**config.mk**
```make
export PLATFORM = sky130hd
export DESIGN_NAME = eeprom_i2c_slave
export DESIGN_NICKNAME = d
export VERILOG_FILES = /design/src/rtl/i2c_ee_pkg.sv /design/src/rtl/i2c_ee_line_mon.sv /design/src/rtl/i2c_ee_busy_timer.sv /design/src/rtl/i2c_ee_array.sv /design/src/rtl/eeprom_i2c_slave.sv
export SDC_FILE = /design/constraint.sdc
export NUM_CORES = 2
export LEC_CHECK = 0
export ABC_AREA = 1
export BUFFER_PORTS_ARGS = -buffer_cell sky130_fd_sc_hd__buf_2
export CAP_MARGIN = 40
export CORE_MARGIN = 10
export CORE_UTILIZATION = 35
export CTS_BUF_LIST = sky130_fd_sc_hd__clkbuf_2
export CTS_CLUSTER_DIAMETER = 40
export CTS_CLUSTER_SIZE = 8
export DETAILED_ROUTE_END_ITERATION = 12
export MAX_ROUTING_LAYER = met4
export REMOVE_ABC_BUFFERS = 1
export SLEW_MARGIN = 20
export SYNTH_ARGS = -nofsm -noshare
export SYNTH_HDL_FRONTEND = slang
export SYNTH_HIERARCHICAL = 1
export SYNTH_SLANG_ARGS = --single-unit
```
**constraint.sdc**
```tcl
create_clock -name clk -period 4.69 [get_ports clk]
set_input_delay 0.2345 -clock clk [delete_from_list [all_inputs] [get_ports clk]]
set_output_delay 0.2345 -clock clk [all_outputs]
set_load 0.1 [all_outputs]
```
**src/rtl/i2c_ee_pkg.sv**
```systemverilog
// Shared types for the serial byte-memory slave.
// Assumes: consumed by all modules of the block, compiled first.
package i2c_ee_pkg;

    // Bit-level protocol state of the slave.
    typedef enum logic [2:0] {
        ST_IDLE,    // not addressed, waiting for a start
        ST_RX,      // shifting in a byte from the master
        ST_ACKSET,  // byte complete, acknowledge decided, waiting for clock low
        ST_ACK,     // slave acknowledge bit on the line
        ST_TX,      // shifting out a data byte
        ST_MACK,    // line released, waiting for the master's acknowledge
        ST_TXNEXT   // master acknowledged, load next byte at clock low
    } ee_state_t;

    // Meaning of the byte currently being received.
    typedef enum logic [1:0] {
        RX_DEV,     // device address plus direction bit
        RX_WADDR,   // word address
        RX_WDATA    // data to store
    } rx_kind_t;

endpackage

```
**src/rtl/i2c_ee_line_mon.sv**
```systemverilog
// Line monitor: registers the bus lines into the system clock domain and
// flags clock edges and start/stop conditions.
// Assumes: lines are already synchronous or slow relative to clk; a start
// is a data fall with clock high, a stop a data rise with clock high.
module i2c_ee_line_mon (
    input  logic clk,
    input  logic rst_n,
    input  logic scl_i,
    input  logic sda_i,
    output logic scl_lvl,
    output logic sda_lvl,
    output logic scl_rise,
    output logic scl_fall,
    output logic start_det,
    output logic stop_det
);
    logic scl_p, sda_p;

    // Sample both lines and keep the previous sample for edge detection.
    always_ff @(posedge clk) begin
        if (!rst_n) begin
            scl_lvl <= 1'b1;
            sda_lvl <= 1'b1;
            scl_p   <= 1'b1;
            sda_p   <= 1'b1;
        end else begin
            scl_lvl <= scl_i;
            sda_lvl <= sda_i;
            scl_p   <= scl_lvl;
            sda_p   <= sda_lvl;
        end
    end

    // Decode clock edges and data transitions under a steady high clock.
    always_comb begin
        scl_rise  = scl_lvl & ~scl_p;
        scl_fall  = ~scl_lvl & scl_p;
        start_det = scl_lvl & scl_p & sda_p & ~sda_lvl;
        stop_det  = scl_lvl & scl_p & ~sda_p & sda_lvl;
    end

endmodule

```
**src/rtl/i2c_ee_busy_timer.sv**
```systemverilog
// Busy timer: models the internal programming time after a write.
// Assumes: go is a single-cycle pulse; a new go restarts the window.
module i2c_ee_busy_timer #(
    parameter int CYCLES = 400
) (
    input  logic clk,
    input  logic rst_n,
    input  logic go,
    output logic busy
);
    localparam int CNT_W = $clog2(CYCLES + 1);

    logic [CNT_W-1:0] cnt;

    // Load the window length on go, otherwise count down to zero.
    always_ff @(posedge clk) begin
        if (!rst_n)          cnt <= '0;
        else if (go)         cnt <= CNT_W'(CYCLES);
        else if (cnt != '0)  cnt <= cnt - 1'b1;
    end

    assign busy = (cnt != '0);


    busy_arm_chk: assert property (@(posedge clk) disable iff (!rst_n)
        $rose(busy) |-> $past(go));

endmodule

```
**src/rtl/i2c_ee_array.sv**
```systemverilog
// Register-file storage behind the slave: one write port, one
// combinational read port.
// Assumes: small depth; cleared by reset.
module i2c_ee_array #(
    parameter int AW = 8,
    parameter int DW = 8
) (
    input  logic          clk,
    input  logic          rst_n,
    input  logic          we,
    input  logic [AW-1:0] waddr,
    input  logic [DW-1:0] wdata,
    input  logic [AW-1:0] raddr,
    output logic [DW-1:0] rdata
);
    localparam int DEPTH = 1 << AW;

    logic [DW-1:0] mem_q [DEPTH];

    // Clear on reset, store one byte per write strobe.
    always_ff @(posedge clk) begin
        if (!rst_n) begin
            for (int i = 0; i < DEPTH; i++) mem_q[i] <= '0;
        end else if (we) begin
            mem_q[waddr] <= wdata;
        end
    end

    assign rdata = mem_q[raddr];

endmodule

```
**src/rtl/eeprom_i2c_slave.sv**
```systemverilog
// Serial byte-memory slave: address match, byte writes, four read modes
// through a shared address counter, and a busy window that hides the
// device from the bus after a write.
// Assumes: AW <= 8 (one word-address byte); the pad forms the open-drain
// wire from sda_o/sda_oe; the system clock oversamples the bus clock.
module eeprom_i2c_slave #(
    parameter logic [6:0] DEV_ADDR    = 7'h50,
    parameter int         AW          = 8,
    parameter int         BUSY_CYCLES = 400
) (
    input  logic clk,
    input  logic rst_n,
    input  logic scl_i,
    input  logic sda_i,
    output logic sda_o,
    output logic sda_oe
);
    import i2c_ee_pkg::*;

    localparam int DW  = 8;
    localparam int BCW = $clog2(DW);
    localparam logic [BCW-1:0] LAST_BIT = BCW'(DW - 1);

    logic scl_lvl, sda_lvl, scl_rise, scl_fall, start_det, stop_det;
    logic busy, busy_go;

    ee_state_t      st;
    rx_kind_t       kind;
    logic [BCW-1:0] bitcnt;
    logic [DW-1:0]  shreg;
    logic [AW-1:0]  ptr;
    logic           ack_go, to_tx, wrote;

    logic [DW-1:0]  rx_byte, rdata;
    logic           byte_end, mem_we, tx_load, adr_match;

    i2c_ee_line_mon u_mon (
        .clk      (clk),
        .rst_n    (rst_n),
        .scl_i    (scl_i),
        .sda_i    (sda_i),
        .scl_lvl  (scl_lvl),
        .sda_lvl  (sda_lvl),
        .scl_rise (scl_rise),
        .scl_fall (scl_fall),
        .start_det(start_det),
        .stop_det (stop_det)
    );

    i2c_ee_busy_timer #(.CYCLES(BUSY_CYCLES)) u_busy (
        .clk  (clk),
        .rst_n(rst_n),
        .go   (busy_go),
        .busy (busy)
    );

    i2c_ee_array #(.AW(AW), .DW(DW)) u_array (
        .clk  (clk),
        .rst_n(rst_n),
        .we   (mem_we),
        .waddr(ptr),
        .wdata(rx_byte),
        .raddr(ptr),
        .rdata(rdata)
    );

    // Byte-completion, storage and load strobes derived from the FSM.
    always_comb begin
        rx_byte   = {shreg[DW-2:0], sda_lvl};
        byte_end  = !start_det && !stop_det && st == ST_RX && scl_rise
                    && bitcnt == LAST_BIT;
        mem_we    = byte_end && kind == RX_WDATA;
        tx_load   = !start_det && !stop_det && scl_fall
                    && ((st == ST_ACK && to_tx) || st == ST_TXNEXT);
        adr_match = rx_byte[DW-1:1] == DEV_ADDR;
        busy_go   = stop_det && wrote;
    end

    // Address counter: loaded by a word address, advanced by every access.
    always_ff @(posedge clk) begin
        if (!rst_n)                               ptr <= '0;
        else if (byte_end && kind == RX_WADDR)    ptr <= rx_byte[AW-1:0];
        else if (mem_we || tx_load)               ptr <= ptr + AW'(1);
    end

    // Protocol FSM: bit shifting, acknowledge and data line control.
    always_ff @(posedge clk) begin
        if (!rst_n) begin
            st     <= ST_IDLE;
            kind   <= RX_DEV;
            bitcnt <= '0;
            shreg  <= '0;
            ack_go <= 1'b0;
            to_tx  <= 1'b0;
            wrote  <= 1'b0;
            sda_oe <= 1'b0;
            sda_o  <= 1'b1;
        end else if (start_det) begin
            sda_oe <= 1'b0;
            bitcnt <= '0;
            kind   <= RX_DEV;
            st     <= busy ? ST_IDLE : ST_RX;
        end else if (stop_det) begin
            sda_oe <= 1'b0;
            wrote  <= 1'b0;
            st     <= ST_IDLE;
        end else begin
            case (st)
                ST_RX: if (scl_rise) begin
                    shreg  <= rx_byte;
                    bitcnt <= bitcnt + 1'b1;
                    if (bitcnt == LAST_BIT) begin
                        st <= ST_ACKSET;
                        unique case (kind)
                            RX_DEV: begin
                                ack_go <= adr_match;
                                to_tx  <= rx_byte[0];
                                kind   <= RX_WADDR;
                            end
                            RX_WADDR: begin
                                ack_go <= 1'b1;
                                to_tx  <= 1'b0;
                                kind   <= RX_WDATA;
                            end
                            default: begin
                                ack_go <= 1'b1;
                                to_tx  <= 1'b0;
                                wrote  <= 1'b1;
                            end
                        endcase
                    end
                end
                ST_ACKSET: if (scl_fall) begin
                    if (ack_go) begin
                        sda_oe <= 1'b1;
                        sda_o  <= 1'b0;
                        st     <= ST_ACK;
                    end else begin
                        st     <= ST_IDLE;
                    end
                end
                ST_ACK: if (scl_fall) begin
                    bitcnt <= '0;
                    if (to_tx) begin
                        shreg  <= rdata;
                        sda_o  <= rdata[DW-1];
                        sda_oe <= 1'b1;
                        st     <= ST_TX;
                    end else begin
                        sda_oe <= 1'b0;
                        st     <= ST_RX;
                    end
                end
                ST_TX: if (scl_fall) begin
                    if (bitcnt == LAST_BIT) begin
                        sda_oe <= 1'b0;
                        bitcnt <= '0;
                        st     <= ST_MACK;
                    end else begin
                        shreg  <= shreg << 1;
                        sda_o  <= shreg[DW-2];
                        bitcnt <= bitcnt + 1'b1;
                    end
                end
                ST_MACK: if (scl_rise) begin
                    st <= sda_lvl ? ST_IDLE : ST_TXNEXT;
                end
                ST_TXNEXT: if (scl_fall) begin
                    shreg  <= rdata;
                    sda_o  <= rdata[DW-1];
                    sda_oe <= 1'b1;
                    bitcnt <= '0;
                    st     <= ST_TX;
                end
                default: ;
            endcase
        end
    end


    busy_quiet_chk: assert property (@(posedge clk) disable iff (!rst_n)
        busy |-> !sda_oe);


    sda_hold_chk: assert property (@(posedge clk) disable iff (!rst_n)
        (scl_lvl && $past(scl_lvl) && !start_det && !stop_det)
        |-> ($stable(sda_oe) && $stable(sda_o)));


    idle_release_chk: assert property (@(posedge clk) disable iff (!rst_n)
        (st == ST_IDLE) |-> !sda_oe);


    start_abort_chk: assert property (@(posedge clk) disable iff (!rst_n)
        (start_det && !busy) |=> (st == ST_RX && bitcnt == '0 && kind == RX_DEV));

endmodule

```
# Word level (Yosys, flattened, before mapping)
# Memories as Yosys holds them, arrays and structs flattened. A register that Yosys moved wholly into a read port is not among the register bits.
# Index checks and enable logic that the tools add are counted.
# totals
register_bits,41
mem_bits_rw,2048
in_bits,4
out_inout_bits,2
wordCells,167
memories,1
# classes
n_addsub,3
n_eq_ne,29
mux,64
bitwise_logic,14
n_reduce_logical,40
# memory_table
memory,depth,word_bits,read_ports,rd_ports_with_merged_regs,wr,line_no,source
u_array.mem_q,256,8,1,1,256,i2c_ee_array.sv:18,logic [DW-1:0] mem_q [DEPTH];
# op_table
op,n
3-bit 2-to-1 mux,16
8-bit 2-to-1 mux,6
7-bit 2-to-1 mux,6
"4-bit inequality test, second input constant",7
7-bit one-hot mux with 4 select lines,1
1-bit 2-to-1 mux,27
5-bit AND reduction,4
9-bit 2-to-1 mux,2
"2-bit inequality test, second input constant",9
3-bit one-hot mux with 6 select lines,1
9-bit AND reduction,2
"3-bit == test, second input constant",4
2-bit nonzero test,6
1-bit logical AND,10
10-bit AND reduction,1
3-bit one-hot mux with 3 select lines,1
9-bit nonzero test,1
"9-bit by 1-bit subtractor with 9-bit output, second input constant",1
"8-bit by 1-bit adder with 8-bit output, second input constant",1
1-bit one-hot mux with 4 select lines,2
4-bit nonzero test,2
8-bit nonzero test,1
2-bit OR reduction,4
8-bit OR reduction,1
18 further kinds,34

# Logic depth before layout (Yosys ltp)
# depth
ltp_word,14
mapped_depth,19
mapped_depth_nobuf,15

# Modules after synthesis
# The synthesis kept the hierarchy.
# by_module_without_submodules
mod,instances,cells_per_inst,area_per_inst_um2,seq_area_each_um2
i2c_ee_array,1,9545,92655.1,61499.0
eeprom_i2c_slave,1,284,1864.3,560.5
i2c_ee_busy_timer,1,64,449.2,180.2
i2c_ee_line_mon,1,21,143.9,80.1

# Worst setup path before layout
# No wires, ideal clock.
# synth_timing
path_type,flip-flop to flip-flop
from,register bitcnt[0]
to,memory u_array.mem_q[154][0] (enable)
setup_time_ps,329
t_arrival_ps,2413
t_required_ps,4361
slack_ps,1948
stages_incl_launch_ff,15
path_buffers,2
synth_period_minus_slack_ps,2742
path_cell_list,dfxtp_1 ha_1 ha_1 nand2_1 inv_2 nand2_4 nor2_8 nand2_1 nor2_1 nand2_1 buf_2 nor3_2 buf_2 nand2_1 nand2_1
# synth_lines
element,line_no,source
start: declaration,eeprom_i2c_slave.sv:29,logic [BCW-1:0] bitcnt;
start signal: assignment,eeprom_i2c_slave.sv:111,bitcnt <= bitcnt + 1'b1;
start signal: assignment,eeprom_i2c_slave.sv:162,bitcnt <= bitcnt + 1'b1;
end: declaration,i2c_ee_array.sv:18,

==> metrics.txt <==
Post-CTS Setup Bufs 0; Initial Utilization 0.352; standard-cell rows 191; Clock Skews 0.188 ns; Leak Pwr 36.3 nW; synth warn 6; Reg area 62300 um2; GRT Residual Overflow 0; global-route wire length before repair 429 mm; max cap viols 0; core area 271000 um2; Register-to-Register Path Depth 15; clock root buffer clkbuf_2; Die Y 541 um; initial antenna violation count 6; WL per Instance 21.5 um; area grow syn2layout 7.03%; final hold vios 0; most frequent cells in the layout nand2_1, nor2_1, edfxtp_1; DPL Wire Length 173 mm; pin count of the biggest net entering global routing 139; total negative setup slack 0 ns; Setup crit end u_array/mem_q[3][0]; Residual DRC 0; Crit. Startpoint u_mon/sda_lvl; die area 293000 um2; Post-Syn Area per Cell 9.59 um2; worst min path class in -> reg; most common cell after layout, fill and taps aside nand2_1; status finished clean; clock buffer count from CTS 355; clk sink count 2089; Worst Setup Path Type reg -> reg; FILL cells 27098; H-tree depth 5; Gate Count Post-Synth 9914; maximum VDD drop 0.000331 V; synthesized flop and latch total 2089; CTS tree built; insertion delay to the later sink of the worst-skew pair 1.90 ns; Worst R2R Setup Slack 0.41 ns; Final Cycle Share 0.913; vias in the first global route 70106; count of port buffers added during placement 5; power per cell area 355 nW/um2; Final Power 0.0361 W; DR iter-0 viols 8683; Critical Path Source Type flop; clk buf depth 4; RSZ-0062 raised after global routing no; Worst Max-Slew Pin Slew 1.29 ns; XOR/XNOR share of the synthesized area 0.000829; RD Place Congestion 0.921; Synth cell types 35; mux cell area share after synthesis 0; Overall Global Routing Usage 0.195; die width 541 um; top-area cell type share of the netlist area 0.647; layout cells sized above 1 0.0726; Final Max Slew Viols 0; Multi-input gate area 29400 um2; Setup violations, final 0; ranking of synthesized cells by area edfxtp_1, nand3_1, nand2_1, nor2_1, buf_2; post-synthesis compound-gate area fraction 0.00275; DR vias/cell 5.41; Final ANT Viol Nets 0; Final Net Count 9720; Mapped Area 95100 um2; worst-path fanout max 21; Post-Route WL 289 mm; hold depth 5; critical path data required time 6.31 ns; length of the first detailed-routing pass in iterations 7; routed via count 72750; Setup crit end kind flop; largest family of logic cells by synthesized area simple AND/OR/NAND/NOR gates; IO Pins 6; sequential cell area fraction in the yosys report 0.655; slew margin rel. 0.138; RR Startpoint u_mon/sda_lvl; Post-Synth Adder-Cell Area 0.000658; simple-gate share of the synthesized area 0.303; arrival time worst endpoint 5.90 ns; r2r endpoint u_array/mem_q[3][0]; post-layout min period 4.28 ns; clk slew on worst S/H paths 0.15 ns; top cell type by total area after synthesis edfxtp_1; Fmax achieved 233 MHz
[critical path, cell delays in order, from the launching register on]
cell and delay (ns):
dfxtp_1 0.59, inv_1 0.12, nand2_1 0.11, nor2_1 0.10
nor2_4 0.22, nand2_4 0.10, nor2_8 0.13, nand2_1 0.08
nor2_1 0.20, nand2_1 0.11, buf_4 0.29, nor3_2 0.27
buf_4 0.47, nand2_1 0.30, nand2_1 0.11, dlygate4sd3_1 0.78
[stage by stage]
step	utilization	cell area, um2	cells	setup WS [ns]	hold slack [ns]
CTS	0.376	102000	13436	0.510	0.187
global route	0.376	102000	13451	0.243	0.250
finish	0.376	102000	13451	0.407	0.360
global placement	0.363	98300	12899	0.799	0.437
floorplan	-	91900	9171	-57.29	0.303
detailed placement	0.364	98500	12909	0.842	0.439
[cell usage after synthesis (all sizes together)]
| library cell | number |
|---|---|
| buf | 368 |
| a21oi | 21 |
| edfxtp | 2048 |
| clkbuf | 375 |
| inv | 77 |
| nand3 | 2047 |
| nor4 | 1 |
| xor2 | 2 |
| nor2 | 2150 |
| dfxtp | 41 |
| nand3b | 2 |
| nand4 | 9 |
| o21ai | 29 |
| xnor2 | 7 |
| nor3 | 26 |
| ha | 5 |
| clkinv | 1 |
| nand2 | 2705 |
[state kept, by name, summed over array words and instances (netlist names), 2 cells and up]
name and flops:
u_busy/cnt 9, ptr 8, u_array/mem_q 2048, kind 2
bitcnt 3, st 3, shreg 7
[how the worst min path moves through the flow]
stage / startpoint / endpoint / slack (ns)
floorplan: rst_n / u_mon/scl_lvl / 0.30
global placement: u_busy/cnt[0] / u_busy/cnt[0] / 0.44
detailed placement: u_busy/cnt[0] / u_busy/cnt[0] / 0.44
CTS: rst_n / u_array/mem_q[2][7] / 0.19
global route: rst_n / u_array/mem_q[2][0] / 0.25
finish: rst_n / u_array/mem_q[2][7] / 0.36
[cells by family after synthesis]
logic type / count (synthesis)
AOI/OAI and AO/OA: 50
xor gates and xnor gates: 9
adders and majority gates: 5
buffers and inverters: 821
DFF: 2089
and+or+nand+nor: 6940
[cell type report]
class,instances,area share
antenna,12,0.000295
clock inverter,108,0.0101
clock buffer,407,0.0200
tap,3570,0.0439
sequential,2089,0.612
timing repair buffer,183,0.0212
inverter,78,0.00372
multi-input combinational,7004,0.288
[report_power, final]
part | internal (W) | leakage, nW | switching [W] | total [W]
Clock | 0.00350 | 2.13 | 0.00667 | 0.0102
Sequential | 0.0211 | 21.5 | 0.000297 | 0.0214
Combinational | 0.000681 | 12.7 | 0.00394 | 0.00462
[timing repair]
| action | 4_1_cts | 5_1_grt |
|---|---|---|
| gates resized for setup | 0 | 0 |
| hold endpoints to repair | 4082 | 0 |
| hold buffers | 12 | 0 |
[metal layers]
layer | part of all wire | vias up | wire length [um] | track usage
li1 | - | 33181 | - | -
met1 | 0.40 | 34994 | 115000 | 0.250
met2 | 0.46 | 3797 | 133000 | 0.304
met3 | 0.096 | 778 | 27800 | 0.0333
met4 | 0.045 | 0 | 13100 | 0.0842
met5 | 0 | - | 0 | -
Power figures use the tool's default switching activity.
